==> src/rtl/dvfs_pkg.sv <==
package dvfs_pkg;

    typedef enum logic [3:0] {
        ST_IDLE,
        ST_VUP,
        ST_FLUSH,
        ST_GRANT,
        ST_SRIN,
        ST_LOAD,
        ST_STOP,
        ST_RESUME,
        ST_SROUT,
        ST_REL,
        ST_VDN
    } seq_state_e;

endpackage

==> src/rtl/dvfs_timer.sv <==
module dvfs_timer #(
    parameter int TICKS_PER_US = 50,
    parameter int US_W         = 16
) (
    input  logic            clk,
    input  logic            rst_n,
    input  logic            load_i,
    input  logic [US_W-1:0] load_us_i,
    output logic            expired_o
);
    localparam int PRE_W = (TICKS_PER_US > 1) ? $clog2(TICKS_PER_US) : 1;
    localparam logic [PRE_W-1:0] PRE_LAST = PRE_W'(TICKS_PER_US - 1);

    logic [PRE_W-1:0] pre_d, pre_q;
    logic [US_W-1:0]  cnt_d, cnt_q;

    always_comb begin
        pre_d = pre_q;
        cnt_d = cnt_q;
        if (load_i) begin
            pre_d = '0;
            cnt_d = load_us_i;
        end else if (cnt_q != '0) begin
            if (pre_q == PRE_LAST) begin
                pre_d = '0;
                cnt_d = cnt_q - 1'b1;
            end else begin
                pre_d = pre_q + 1'b1;
            end
        end
    end

    always_ff @(posedge clk or negedge rst_n) begin
        if (!rst_n) begin
            pre_q <= '0;
            cnt_q <= '0;
        end else begin
            pre_q <= pre_d;
            cnt_q <= cnt_d;
        end
    end

    assign expired_o = (cnt_q == '0);

    // the microsecond count never grows unless reloaded
    a_r4_count_down: assert property (@(posedge clk) disable iff (!rst_n)
        !load_i |=> cnt_q <= $past(cnt_q));

    // the tick prescaler stays inside one microsecond
    a_r4_pre_bound: assert property (@(posedge clk) disable iff (!rst_n)
        32'(pre_q) < TICKS_PER_US);

endmodule

==> src/rtl/dvfs_ctrl.sv <==
module dvfs_ctrl
    import dvfs_pkg::*;
#(
    parameter int LVL_W         = 3,
    parameter int US_W          = 16,
    parameter int TICKS_PER_US  = 50,
    parameter int MIN_RELOCK_US = 10,
    parameter int HS_MAX_US     = 2
) (
    input  logic             clk,
    input  logic             rst_n,
    input  logic             req_valid_i,
    input  logic [LVL_W-1:0] req_level_i,
    input  logic [US_W-1:0]  cfg_relock_us_i,
    input  logic [US_W-1:0]  cfg_settle_us_i,
    input  logic             flush_ack_i,
    input  logic             grant_ack_i,
    input  logic             sr_ack_i,
    input  logic             tmr_expired_i,
    output logic             tmr_load_o,
    output logic [US_W-1:0]  tmr_us_o,
    output logic             flush_o,
    output logic             fgrant_o,
    output logic             sr_o,
    output logic             mload_o,
    output logic [LVL_W-1:0] mlev_o,
    output logic             clkstop_o,
    output logic [LVL_W-1:0] vreg_o,
    output logic [LVL_W-1:0] cur_o,
    output logic             busy_o,
    output logic             done_o,
    output logic             err_o
);
    localparam logic [US_W-1:0] HS_US  = US_W'(HS_MAX_US);
    localparam logic [US_W-1:0] MIN_US = US_W'(MIN_RELOCK_US);

    typedef struct packed {
        seq_state_e       st;
        logic [LVL_W-1:0] tgt;
        logic [LVL_W-1:0] cur;
        logic [LVL_W-1:0] vreg;
        logic [LVL_W-1:0] mlev;
        logic             flush;
        logic             fgrant;
        logic             sr;
        logic             clkstop;
        logic             mload;
        logic             busy;
        logic             done;
        logic             err;
    } ctrl_t;

    ctrl_t d, q;
    logic [US_W-1:0] relock_us;

    assign relock_us = (cfg_relock_us_i < MIN_US) ? MIN_US : cfg_relock_us_i;

    always_comb begin
        d          = q;
        d.done     = 1'b0;
        d.mload    = 1'b0;
        tmr_load_o = 1'b0;
        tmr_us_o   = HS_US;
        unique case (q.st)
            ST_IDLE: if (req_valid_i) begin
                if (req_level_i == q.cur) begin
                    d.done = 1'b1;
                end else begin
                    d.busy = 1'b1;
                    d.err  = 1'b0;
                    d.tgt  = req_level_i;
                    if (req_level_i > q.cur) begin
                        d.st       = ST_VUP;
                        d.vreg     = req_level_i;
                        tmr_load_o = 1'b1;
                        tmr_us_o   = cfg_settle_us_i;
                    end else begin
                        d.st    = ST_FLUSH;
                        d.flush = 1'b1;
                    end
                end
            end
            ST_VUP: if (tmr_expired_i) begin
                d.st    = ST_FLUSH;
                d.flush = 1'b1;
            end
            ST_FLUSH: if (flush_ack_i) begin
                d.flush    = 1'b0;
                d.fgrant   = 1'b1;
                d.st       = ST_GRANT;
                tmr_load_o = 1'b1;
            end
            ST_GRANT: begin
                if (grant_ack_i) begin
                    d.sr       = 1'b1;
                    d.st       = ST_SRIN;
                    tmr_load_o = 1'b1;
                end else if (tmr_expired_i) begin
                    d.err = 1'b1;
                end
            end
            ST_SRIN: begin
                if (sr_ack_i) begin
                    d.mload = 1'b1;
                    d.mlev  = q.tgt;
                    d.st    = ST_LOAD;
                end else if (tmr_expired_i) begin
                    d.err = 1'b1;
                end
            end
            ST_LOAD: begin
                d.clkstop  = 1'b1;
                d.st       = ST_STOP;
                tmr_load_o = 1'b1;
                tmr_us_o   = relock_us;
            end
            ST_STOP: if (tmr_expired_i) begin
                d.clkstop = 1'b0;
                d.st      = ST_RESUME;
            end
            ST_RESUME: begin
                d.sr       = 1'b0;
                d.st       = ST_SROUT;
                tmr_load_o = 1'b1;
            end
            ST_SROUT: begin
                if (!sr_ack_i) begin
                    d.fgrant   = 1'b0;
                    d.st       = ST_REL;
                    tmr_load_o = 1'b1;
                end else if (tmr_expired_i) begin
                    d.err = 1'b1;
                end
            end
            ST_REL: begin
                if (!grant_ack_i) begin
                    if (q.tgt < q.cur) begin
                        d.vreg     = q.tgt;
                        d.st       = ST_VDN;
                        tmr_load_o = 1'b1;
                        tmr_us_o   = cfg_settle_us_i;
                    end else begin
                        d.st   = ST_IDLE;
                        d.busy = 1'b0;
                        d.done = 1'b1;
                        d.cur  = q.tgt;
                    end
                end else if (tmr_expired_i) begin
                    d.err = 1'b1;
                end
            end
            ST_VDN: if (tmr_expired_i) begin
                d.st   = ST_IDLE;
                d.busy = 1'b0;
                d.done = 1'b1;
                d.cur  = q.tgt;
            end
            default: d.st = ST_IDLE;
        endcase
    end

    always_ff @(posedge clk or negedge rst_n) begin
        if (!rst_n) begin
            q <= '{st: ST_IDLE, default: '0};
        end else begin
            q <= d;
        end
    end

    assign flush_o   = q.flush;
    assign fgrant_o  = q.fgrant;
    assign sr_o      = q.sr;
    assign mload_o   = q.mload;
    assign mlev_o    = q.mlev;
    assign clkstop_o = q.clkstop;
    assign vreg_o    = q.vreg;
    assign cur_o     = q.cur;
    assign busy_o    = q.busy;
    assign done_o    = q.done;
    assign err_o     = q.err;

    // cycles spent with clocks stopped, for the relock floor check
    logic [31:0] stop_cnt_q;
    always_ff @(posedge clk or negedge rst_n) begin
        if (!rst_n)         stop_cnt_q <= '0;
        else if (q.clkstop) stop_cnt_q <= stop_cnt_q + 1'b1;
        else                stop_cnt_q <= '0;
    end

    a_r4_relock_floor: assert property (@(posedge clk) disable iff (!rst_n)
        $fell(q.clkstop) |-> stop_cnt_q >= 32'(MIN_RELOCK_US * TICKS_PER_US));

    a_r8_volt_covers_freq: assert property (@(posedge clk) disable iff (!rst_n)
        q.vreg >= q.mlev);

    a_r3_stop_needs_quiet: assert property (@(posedge clk) disable iff (!rst_n)
        q.clkstop |-> (q.sr && q.fgrant));

    a_r3_sr_needs_grant: assert property (@(posedge clk) disable iff (!rst_n)
        q.sr |-> q.fgrant);

    a_r3_load_in_refresh: assert property (@(posedge clk) disable iff (!rst_n)
        q.mload |-> (q.sr && !q.clkstop));

    a_r5_done_released: assert property (@(posedge clk) disable iff (!rst_n)
        q.done |-> (!q.busy && !q.fgrant && !q.sr));

    a_r5_level_moves_on_done: assert property (@(posedge clk) disable iff (!rst_n)
        !$stable(q.cur) |-> q.done);

    a_r10_target_held: assert property (@(posedge clk) disable iff (!rst_n)
        q.busy |=> $stable(q.tgt));

    a_r2_idle_quiet: assert property (@(posedge clk) disable iff (!rst_n)
        !q.busy |-> (!q.flush && !q.clkstop && !q.fgrant));

endmodule

==> src/rtl/dvfs_seq.sv <==
module dvfs_seq #(
    parameter int NUM_LEVELS    = 8,
    parameter int TICKS_PER_US  = 50,
    parameter int US_W          = 16,
    parameter int MIN_RELOCK_US = 10,
    parameter int HS_MAX_US     = 2,
    localparam int LVL_W        = (NUM_LEVELS > 1) ? $clog2(NUM_LEVELS) : 1
) (
    input  logic             clk,
    input  logic             rst_n,
    input  logic             req_valid,
    input  logic [LVL_W-1:0] req_level,
    input  logic [US_W-1:0]  cfg_relock_us,
    input  logic [US_W-1:0]  cfg_settle_us,
    output logic             wr_flush_req,
    input  logic             wr_flush_ack,
    output logic             force_grant,
    input  logic             grant_ack,
    output logic             self_refresh,
    input  logic             sr_ack,
    output logic             mult_load,
    output logic [LVL_W-1:0] mult_level,
    output logic             clk_stop,
    output logic [LVL_W-1:0] vreg_level,
    output logic [LVL_W-1:0] cur_level,
    output logic             busy,
    output logic             done,
    output logic             hs_error
);
    logic            tmr_load;
    logic [US_W-1:0] tmr_us;
    logic            tmr_expired;

    dvfs_timer #(
        .TICKS_PER_US (TICKS_PER_US),
        .US_W         (US_W)
    ) u_timer (
        .clk       (clk),
        .rst_n     (rst_n),
        .load_i    (tmr_load),
        .load_us_i (tmr_us),
        .expired_o (tmr_expired)
    );

    dvfs_ctrl #(
        .LVL_W         (LVL_W),
        .US_W          (US_W),
        .TICKS_PER_US  (TICKS_PER_US),
        .MIN_RELOCK_US (MIN_RELOCK_US),
        .HS_MAX_US     (HS_MAX_US)
    ) u_ctrl (
        .clk             (clk),
        .rst_n           (rst_n),
        .req_valid_i     (req_valid),
        .req_level_i     (req_level),
        .cfg_relock_us_i (cfg_relock_us),
        .cfg_settle_us_i (cfg_settle_us),
        .flush_ack_i     (wr_flush_ack),
        .grant_ack_i     (grant_ack),
        .sr_ack_i        (sr_ack),
        .tmr_expired_i   (tmr_expired),
        .tmr_load_o      (tmr_load),
        .tmr_us_o        (tmr_us),
        .flush_o         (wr_flush_req),
        .fgrant_o        (force_grant),
        .sr_o            (self_refresh),
        .mload_o         (mult_load),
        .mlev_o          (mult_level),
        .clkstop_o       (clk_stop),
        .vreg_o          (vreg_level),
        .cur_o           (cur_level),
        .busy_o          (busy),
        .done_o          (done),
        .err_o           (hs_error)
    );

endmodule

==> config.mk <==
export PLATFORM = sky130hd
export DESIGN_NAME = dvfs_seq
export DESIGN_NICKNAME = d
export VERILOG_FILES = /design/src/rtl/dvfs_pkg.sv /design/src/rtl/dvfs_timer.sv /design/src/rtl/dvfs_ctrl.sv /design/src/rtl/dvfs_seq.sv
export SDC_FILE = /design/constraint.sdc
export NUM_CORES = 1
export LEC_CHECK = 0
export BUFFER_PORTS_ARGS = -buffer_cell sky130_fd_sc_hd__buf_2
export CAP_MARGIN = 30
export CORE_ASPECT_RATIO = 2
export CORE_MARGIN = 4
export CORE_UTILIZATION = 55
export DETAILED_ROUTE_END_ITERATION = 8
export PLACE_DENSITY = 0.83
export SYNTH_ARGS = -nofsm -noshare
export SYNTH_HDL_FRONTEND = slang
export SYNTH_SLANG_ARGS = --single-unit
==> constraint.sdc <==
create_clock -name clk -period 2.8 [get_ports clk]
set_clock_uncertainty 0.15 [all_clocks]
set_input_delay 0.28 -clock clk [delete_from_list [all_inputs] [get_ports clk]]
set_output_delay 0.28 -clock clk [all_outputs]
set_load 0.01 [all_outputs]
==> results.toml <==
[timing]
slew_headroom_pct = 64.9
hold_violations = 0
finalSetupViolCount = 0
setup_ws_ps = 246
fin_crit_ps = 2550
tightest_slew_ps = 527
rsz0062_at_grt = "no"
fin_crit_sh_pct = 91.2
fmax_mhz = 392
drv_slew = 0
tns_ps = 0

[setup_path]
worstPathCellList = "or4b_1, a21oi_2, nor2_1, and3_1, a222oi_1, a211oi_1"
slowest_stage = "or4b_1"
startpoint_type = "flip-flop"
worst_setup_path_end_kind = "flip-flop"
arrival_ps = 2580
worst-path-max-fanout = 13
max_stage_delay_ps = 600
required_ps = 2830
crit_cells = 6
critical_path.top_delay_family = "simple AND/OR/NAND/NOR gates"
path_class = "reg -> reg"
reg2reg_depth = 6
path_buf_inv = 0

[cts]
clock_sinks = 46
clk_pin_slew_worst_paths_ps = 100
clockRootBuffer = "clkbuf_8"
cts_tree = "done"
post_cts_resized = 0
cts_buffers = 5
htreeDepth = 2
cts_setup_buffers = 0
clock_path_buffers = 2
clkLatencyLatePin_ps = 310

[synth]
synth_edf_count = 0
ys_ff_latch = 46
yosysTopAreaCellShare_pct = 36.8
synth_simple_gate_area_share_pct = 25.8
synth.avg_cell_area_um2 = 8.66
synth_compound_area_share_pct = 23.6
yosysWarnings = 0
syn_nets = 411
netlist_area_um2 = 3130
synth_top_family_by_area = "simple AND/OR/NAND/NOR gates"
ys.flop_type = "dfrtp_1"
synth_mux_area_share_pct = 1.44
synth_top_area_cell = "dfrtp_1"
seq_area_frac_synth_pct = 36.8
synth_xor_area_share_pct = 1.68
ys_types = 66
synthTopCellsByArea = "dfrtp_1 (37%), nand2_1 (4.8%), nor2_1 (4.0%)"
netlist_instances = 361
synthAdderAreaFrac_pct = 3.60
synthArstFlopShare_pct = 100

[floorplan]
start_util_pct = 57.2
core_area_um2 = 5470
io_pins = 58
die_area_um2 = 7030
die_h_um = 115
fp.dieW_um = 61.3
placementRows = 38

[outcome]
status = "completed"

[global_routing]
grtUsageTotal_pct = 28.7
grt_pass1_wl_um = 15200
grt_pass1_vias = 3205
grt_max_degree = 27
grt_antenna_before_repair = 0
grt.overflow.total = 0

[finish]
antennaDiodeCount = 0
stdcell_count = 478
area_growth_pct = 14.6
drive_above_1_share_pct = 24.4
final_nets = 467

[route]
vias = 3091
firstDrtPassIters = 7
via_per_inst = 6.47
drc = 0
wire_per_inst_um = 19.1
ant_nets = 0
wirelength_um = 9110
drt_iter0_markers = 254

[min_path]
min_path_type = "in -> reg"
hold_depth = 3

[placed_design]
dpl.cell_count = 469
port_buffers = 57
hpwl_um = 6860
gp_congestion = 0.924
pre_cts_ws_ps = 312

[power_and_ir_drop]
vdd_drop_max_mv = 0.684
powerDensity_nw_per_um2 = 1000
p_leak_nw = 1.64

[run]
drv_cap = 0
cells by family after synthesis:
family,count (synthesis)
xor+xnor,6
buf+inv,41
simple gates,149
flops,46
compound gates,106
fa+ha+maj,9
mux,4
cell usage after synthesis (all sizes together) (4+ instances only):
cell type and instances:
buf 20, a21boi 4, clkbuf 5, nor3 13
inv 16, a22oi 10, nor2 33, mux2 4
ha 9, and3 10, nand3 13, dfrtp 46
a22o 5, a211oi 6, and2 6, nor4 9
nand2 41, a21oi 19, o21ai 21, a31oi 9
a221oi 4
worst paths after layout:
kind | startpoint | end | slack (ps)
hold reg to reg | u_ctrl.mlev_o[2]$_DFFE_PN0P_ | u_ctrl.mlev_o[2]$_DFFE_PN0P_ | 340
min in group asynchronous | rst_n | u_ctrl.clkstop_o$_DFFE_PN0P_ | 320
setup reg to reg | u_ctrl.q[21]$_DFFE_PN0P_ | u_timer.cnt_q[4]$_DFFE_PN0P_ | 250
max in group asynchronous | rst_n | u_timer.cnt_q[7]$_DFFE_PN0P_ | 1640
hold / removal | req_level[1] | u_ctrl.q[18]$_DFFE_PN0P_ | 40
setup / recovery | u_ctrl.q[21]$_DFFE_PN0P_ | u_timer.cnt_q[4]$_DFFE_PN0P_ | 250
sequential cells by signal, indices dropped and copies added (netlist names):
signal,flops
u_ctrl.mlev_o,3
u_ctrl.cur_o,3
u_ctrl.q,7
u_timer.pre_q,6
u_ctrl.vreg_o,3
u_ctrl.flush_o,1
u_ctrl.sr_o,1
u_ctrl.done_o,1
u_ctrl.mload_o,1
u_ctrl.clkstop_o,1
u_timer.cnt_q,16
u_ctrl.err_o,1
u_ctrl.fgrant_o,1
u_ctrl.busy_o,1
report_power, final:
group          leakage, nW  internal (mW)  total, mW  switching [mW]
logic                0.997          0.798       1.88            1.08
registers            0.585          0.902       1.19           0.291
clock network       0.0591          0.273      0.526           0.254
total                 1.64           1.97       3.60            1.63
area by class of cell:
type / instances / area [µm²]
multi-input cells: 274 / 1750
fillers: 441 / 1880
repair buffers: 74 / 428
flip-flops and latches: 46 / 1150
well taps: 60 / 75.1
clock inverters: 3 / 47.5
clock buffers: 5 / 68.8
inverters: 16 / 60.1
worst min-delay path, stage by stage:
cell and delay [ps]:
buf_2 100, nand2_1 50, nand2_1 50
routing by layer:
metal / wire [µm] / vias up / global-route usage [%]
li1: - / 1437 / -
met1: 3190 / 1472 / 31.6
met2: 5000 / 150 / 50.6
met3: 524 / 32 / 3.05
met4: 400 / 0 / 15.6
met5: 0 / - / 0
stage by stage:
step | hold WS (ps) | instance area (µm²) | utilization (%) | total power, mW
after floorplan | -166 | 3130 | - | 2.51
after global placement | 310 | 3440 | 62.9 | 2.96
after detailed placement | 133 | 3460 | 63.2 | 3.03
after CTS | 33.5 | 3580 | 65.5 | 3.59
after global routing | 67.9 | 3580 | 65.5 | 3.89
final | 43.8 | 3580 | 65.5 | 3.60
cell usage in the layout (no fill, tap or decap), drive strengths merged, types with 10 or more instances in the layout:
cell   Yosys  final
nand3     13     13
inv       16     18
a21oi     19     19
and3      10     10
a22oi     10     10
nor3      13     13
o21ai     21     21
dfrtp     46     46
nor2      33     33
buf       20     73
nand2     41     41
repair_timing:
action	CTS	global route
hold buffers	1	0
endpoints found under the hold margin	20	0
endpoints found under the setup margin	0	0
No activity file was read; power rests on OpenSTA's default activity.
